[src/rtl/gpio_pkg.sv]
// Shared constants and helpers for the GPIO register block.
// Assumes 32-bit words and at most four line groups.
package gpio_pkg;
    localparam int unsigned WORD_W     = 32;
    localparam int unsigned MAX_GROUPS = 4;
    localparam int unsigned GRP_STEP_W = 3;    // 12-byte step in words
    localparam int unsigned LVL_BASE_W = 20;   // 0x50 in words

    // Mask with the low w bits set.
    function automatic logic [WORD_W-1:0] line_mask(input int unsigned w);
        logic [WORD_W-1:0] m;
        for (int i = 0; i < WORD_W; i++) m[i] = (i < w);
        return m;
    endfunction
endpackage

[src/rtl/gpio_in_sync.sv]
// Two-flop synchroniser for a bus of independent input levels.
// Assumes each bit is sampled on its own; no coherence across bits is implied.
module gpio_in_sync #(
    parameter int unsigned WIDTH = 32
) (
    input  logic             clk,
    input  logic             rst_n,
    input  logic [WIDTH-1:0] d,
    output logic [WIDTH-1:0] q
);
    logic [WIDTH-1:0] stage1;

    // Shift the raw levels through two flops.
    always_ff @(posedge clk) begin
        if (!rst_n) begin
            stage1 <= '0;
            q      <= '0;
        end else begin
            stage1 <= d;
            q      <= stage1;
        end
    end


    two_edge_latency_chk: assert property (@(posedge clk) disable iff (!rst_n)
        ($past(rst_n) && $past(rst_n, 2)) |-> (q == $past(d, 2)));
endmodule

[src/rtl/gpio_group_bank.sv]
// Storage for one line group: output value word, direction word and the
// synchronised input levels. Assumes the decoder gives one-cycle write strobes.
module gpio_group_bank
    import gpio_pkg::*;
#(
    parameter int unsigned LINES = 32
) (
    input  logic              clk,
    input  logic              rst_n,
    input  logic              wr_val,
    input  logic              wr_dir,
    input  logic [WORD_W-1:0] wdata,
    input  logic [WORD_W-1:0] pins,
    output logic [WORD_W-1:0] val_q,
    output logic [WORD_W-1:0] dir_q,
    output logic [WORD_W-1:0] lvl_q
);
    localparam logic [WORD_W-1:0] MASK = line_mask(LINES);

    // Capture software writes into the value and direction words.
    always_ff @(posedge clk) begin
        if (!rst_n) begin
            val_q <= '0;
            dir_q <= '0;
        end else begin
            if (wr_val) val_q <= wdata & MASK;
            if (wr_dir) dir_q <= wdata & MASK;
        end
    end

    gpio_in_sync #(.WIDTH(WORD_W)) u_sync (
        .clk  (clk),
        .rst_n(rst_n),
        .d    (pins & MASK),
        .q    (lvl_q)
    );


    reset_clear_chk: assert property (@(posedge clk)
        !rst_n |=> (val_q == '0 && dir_q == '0));

    val_hold_chk: assert property (@(posedge clk) disable iff (!rst_n)
        !wr_val |=> $stable(val_q));

    dir_hold_chk: assert property (@(posedge clk) disable iff (!rst_n)
        !wr_dir |=> $stable(dir_q));

    upper_zero_chk: assert property (@(posedge clk) disable iff (!rst_n)
        ((val_q & ~MASK) == '0) && ((dir_q & ~MASK) == '0) && ((lvl_q & ~MASK) == '0));
endmodule

[src/rtl/gpio_apb_regs.sv]
// APB slave exposing up to four GPIO line groups. Value/direction words sit
// at a 12-byte step from 0; input-level words at a 4-byte step from 0x50.
// Assumes zero-wait transfers and word-aligned accesses only.
module gpio_apb_regs
    import gpio_pkg::*;
#(
    parameter int unsigned ADDR_W  = 8,
    parameter int unsigned NGROUPS = 4,
    parameter int unsigned LINES0  = 32,
    parameter int unsigned LINES1  = 16,
    parameter int unsigned LINES2  = 8,
    parameter int unsigned LINES3  = 4
) (
    input  logic                         pclk,
    input  logic                         presetn,
    input  logic                         psel,
    input  logic                         penable,
    input  logic                         pwrite,
    input  logic [ADDR_W-1:0]            paddr,
    input  logic [WORD_W-1:0]            pwdata,
    output logic [WORD_W-1:0]            prdata,
    output logic                         pready,
    input  logic [MAX_GROUPS*WORD_W-1:0] pin_in,
    output logic [MAX_GROUPS*WORD_W-1:0] pin_out,
    output logic [MAX_GROUPS*WORD_W-1:0] pin_oe
);
    localparam int unsigned WIDX_W = ADDR_W - 2;
    localparam int unsigned LINES_G [MAX_GROUPS] = '{LINES0, LINES1, LINES2, LINES3};

    logic [WIDX_W-1:0] widx;
    logic              aligned;
    logic              wr_go;
    logic [WORD_W-1:0] val_q [NGROUPS];
    logic [WORD_W-1:0] dir_q [NGROUPS];
    logic [WORD_W-1:0] lvl_q [NGROUPS];
    logic [NGROUPS-1:0] hit_val, hit_dir, hit_lvl;

    assign widx    = paddr[ADDR_W-1:2];
    assign aligned = (paddr[1:0] == 2'b00);
    assign wr_go   = psel && penable && pwrite;
    assign pready  = 1'b1;

    genvar g;
    generate
        for (g = 0; g < NGROUPS; g++) begin : g_grp
            // Decode the three words owned by group g.
            always_comb begin
                hit_val[g] = aligned && (widx == WIDX_W'(GRP_STEP_W*g));
                hit_dir[g] = aligned && (widx == WIDX_W'(GRP_STEP_W*g + 1));
                hit_lvl[g] = aligned && (widx == WIDX_W'(LVL_BASE_W + g));
            end

            gpio_group_bank #(.LINES(LINES_G[g])) u_bank (
                .clk   (pclk),
                .rst_n (presetn),
                .wr_val(wr_go && hit_val[g]),
                .wr_dir(wr_go && hit_dir[g]),
                .wdata (pwdata),
                .pins  (pin_in[g*WORD_W +: WORD_W]),
                .val_q (val_q[g]),
                .dir_q (dir_q[g]),
                .lvl_q (lvl_q[g])
            );

            assign pin_out[g*WORD_W +: WORD_W] = val_q[g];
            assign pin_oe [g*WORD_W +: WORD_W] = dir_q[g];
        end
        for (g = NGROUPS; g < MAX_GROUPS; g++) begin : g_absent
            assign pin_out[g*WORD_W +: WORD_W] = '0;
            assign pin_oe [g*WORD_W +: WORD_W] = '0;
        end
    endgenerate

    // Select the read word for the addressed register, zero when unmapped.
    always_comb begin
        prdata = '0;
        if (psel) begin
            for (int i = 0; i < NGROUPS; i++) begin
                if (hit_val[i]) prdata = val_q[i];
                if (hit_dir[i]) prdata = dir_q[i];
                if (hit_lvl[i]) prdata = lvl_q[i];
            end
        end
    end


    unmapped_zero_chk: assert property (@(posedge pclk) disable iff (!presetn)
        (psel && !aligned) |-> (prdata == '0));

    setup_nowrite_chk: assert property (@(posedge pclk) disable iff (!presetn)
        !(psel && penable && pwrite) |=> $stable(pin_out) && $stable(pin_oe));
endmodule

[config.mk]
export PLATFORM = sky130hd
export DESIGN_NAME = gpio_apb_regs
export DESIGN_NICKNAME = d
export VERILOG_FILES = /design/src/rtl/gpio_pkg.sv /design/src/rtl/gpio_in_sync.sv /design/src/rtl/gpio_group_bank.sv /design/src/rtl/gpio_apb_regs.sv
export SDC_FILE = /design/constraint.sdc
export NUM_CORES = 1
export LEC_CHECK = 0
export ABC_AREA = 1
export CORE_ASPECT_RATIO = 0.5
export CORE_MARGIN = 5
export CORE_UTILIZATION = 45
export CTS_BUF_LIST = sky130_fd_sc_hd__clkbuf_8
export DETAILED_ROUTE_END_ITERATION = 16
export GPL_ROUTABILITY_DRIVEN = 0
export PLACE_DENSITY = 0.75
export SETUP_SLACK_MARGIN = 0.02
export SLEW_MARGIN = 40
export SYNTH_ARGS = -nofsm -noshare
export SYNTH_HDL_FRONTEND = slang
export SYNTH_HIERARCHICAL = 1
export SYNTH_SLANG_ARGS = --single-unit
[constraint.sdc]
create_clock -name pclk -period 1.9 [get_ports pclk]
set_clock_uncertainty 0.05 [all_clocks]
set_input_delay 0.285 -clock pclk [delete_from_list [all_inputs] [get_ports pclk]]
set_output_delay 0.285 -clock pclk [all_outputs]
set_load 0.1 [all_outputs]
==> metrics.cfg <==
[hold_path]
whs_path_depth = 3
hp-start = pin_in[24]
min_path_type = in2reg

[synth]
synth_area_leader_cell = dfxtp_1
synth_warnings = 6
yosysTopAreaCellShare = 0.425
synth-seq-cells = 376
ys_seq_area_frac = 0.425
synth_area_leaders = dfxtp_1, nand2_1, inv_1
synth.distinct_cells = 26
synth.avg_cell_area_um2 = 6.67
synth_cells = 2652
netlist_area_um2 = 17700

[pwr]
ir_drop_mv = 0.337
p_int_mw = 12.4
clkPwrFrac = 0.393
leakagePower_nw = 13.3
p_sw_mw = 5.21
combinationalPowerShare = 0.142
p_sw_frac = 0.295
power_mw = 17.6
power_frac_seq = 0.465
p_per_area_nw_per_um2 = 723

[sta]
drv_slew = 0
max_freq_mhz = 397
finalWorstSetupSlack_ns = -0.622
setup_violations = 32
hold_viol = 0
period_share = 1.33
grt_setup_unrepaired = yes
layout_min_cycle_time_ns = 2.52

[clock_network]
cts.sinks = 376
h-tree-depth = 2
root_buffer = clkbuf_8
cts_tree = built
cts.path.max_buffers = 3
clock_latency_ns = 0.61
clk_pin_slew_ns = 0.07
numCtsBuffers = 54

[global_routing]
grt_pass1_wl_um = 83400
antenna_found_initial = 7
grt_pass1_vias = 15128
grt_max_degree = 80
grt_usage = 0.240
gr-total-overflow = 0

[setup_path]
critPathMaxFanout = 7
regToRegStartpoint = g_grp[2].u_bank/val_q[0]$_SDFFE_PN0P_
worstPathArrival_ns = 2.19
rr_worst_depth = 2
worstSetupStartpointType = input port
worstPathCellList = buf_8, buf_12, inv_12, nor2_4, nand2_2, nor3_4, buf_12, buf_8, buf_12, nand2_4, nand2_4, nand3_4, nand2_2, nand3_2, nand2_2, nand3_2, nand2_2, clkinvlp_4, buf_12
path_class = in2out
critPathSlowestCell = buf_12
critical_path.max_stage_delay_ns = 0.17
startpoint = paddr[4]
cp.required_ns = 1.56
cp-end-kind = output port

[drt]
drt-pass1-iter-count = 8
route.detailed.drc = 0
drt-initial-drc-count = 1392
viasPerCell = 4.61
vias = 16778
wl_um = 58100
ant_nets = 0
wl_per_cell_um = 16.0

[place]
placed_area_um2 = 21200
portBuffers = 256
hpwl_um = 39900

[die]
pin_count = 462
initial_utilization = 0.455
dieArea_um2 = 43600
rows = 51
die_h_um = 150
die_w_um = 290
placeableCoreArea_um2 = 38900

[final_layout]
syn_to_final_growth_pct = 37.8
nets = 3230
design_area_um2 = 24400
layout_common_cells = nand2_1, inv_1, dfxtp_1
final_core_util = 0.628
layout.cells.most_common = nand2_1
layout-drive-gt1-share = 0.278

[job]
cap_violations = 0

[outcome]
violations = negative setup slack
status = finished with violations

[registers in the layout, summed over array words and instances (netlist names)]
| register | count |
|---|---|
| g_grp.u_bank/val_q | 60 |
| g_grp.u_bank/u_sync/q | 128 |
| g_grp.u_bank/dir_q | 60 |
| g_grp.u_bank/u_sync/stage1 | 128 |
[final cells by class]
class / instances / area, µm²
timing repair buffer: 405 / 4450
multi-input combinational: 1635 / 8090
inverter: 585 / 2340
clock inverter: 35 / 290
sequential: 376 / 7660
antenna: 7 / 17.5
fill: 3228 / 14500
clock buffer: 64 / 881
tap: 530 / 663
[stage by stage]
step	instances	hold slack, ns	setup WS, ns	setup TNS, ns
2_1_floorplan	2853	0.333	-0.200	-5.58
3_3_place_gp	3482	0.341	-1.28	-70.87
3_5_place_dp	3482	0.345	-1.33	-78.36
4_1_cts	3600	0.115	-0.656	-18.41
5_1_grt	3637	0.139	-0.702	-20.30
6_report	3637	0.150	-0.622	-17.63
[per-layer routing]
layer  routed length [µm]  vias to the layer above  GRT usage  share of wire
li1                     -                     8140          -              -
met1                23000                     7701      0.302           0.40
met2                27900                      743      0.410           0.48
met3                 4370                      194     0.0457          0.075
met4                 2860                        0      0.101          0.049
met5                    0                        -          0              0
[worst max-delay path, delay by kind of cell]
family,cells,cell delay [ns]
AND/OR/NAND/NOR,11,0.98
buffers and inverters,8,0.89
[final timing paths]
check / endpoint / slack (ns)
setup / recovery: prdata[9] / -0.62
hold / removal: g_grp[0].u_bank/u_sync/stage1[24]$_SDFF_PN0_ / 0.15
setup reg to reg: g_grp[2].u_bank/val_q[0]$_SDFFE_PN0P_ / 1.17
hold reg to reg: g_grp[2].u_bank/u_sync/q[13]$_SDFF_PN0_ / 0.32
[logic make-up after synthesis]
family,count (synthesis),share of synthesized area
AND/OR/NAND/NOR,1301,0.300
AO/OA/AOI/OAI,128,0.0362
other,4,0.000848
buffers and inverters,843,0.238
flip-flops,376,0.425
[cells in the mapped netlist]
cell type and count:
nand2_2 8, buf_2 27, buf_4 148, nor3_4 1
nand3b_1 7, clkbuf_1 24, nand2_1 823, nand4_1 3
nor2_4 3, buf_6 56, or2_2 32, nor4_1 1
nor2_2 8, a21oi_1 32, inv_1 580, nor3_2 3
nand3_2 1, dfxtp_1 376, o21ai_0 67, nor2_1 247
o21ai_1 29, nor3_1 4, inv_2 5, buf_8 3
nand3_1 160, conb_1 4
[power by group through the flow]
stage	sequential [mW]	combinational [mW]	clock, mW
global route	8.22	2.64	7.46
global placement	8.37	2.29	0
floorplan	8.37	2.09	0
CTS	8.20	2.36	7.06
finish	8.20	2.51	6.94
detailed placement	8.37	2.30	0
[repair_timing]
item                                    4_1_cts  5_1_grt
resized for setup                           255      146
setup buffers                                13       22
endpoints found under the hold margin        29        0
gates cloned                                  5       10
hold buffers                                  1        0
pin swaps                                    80      102
endpoints found under the setup margin       36       32
(Power assumes the default switching activity.)
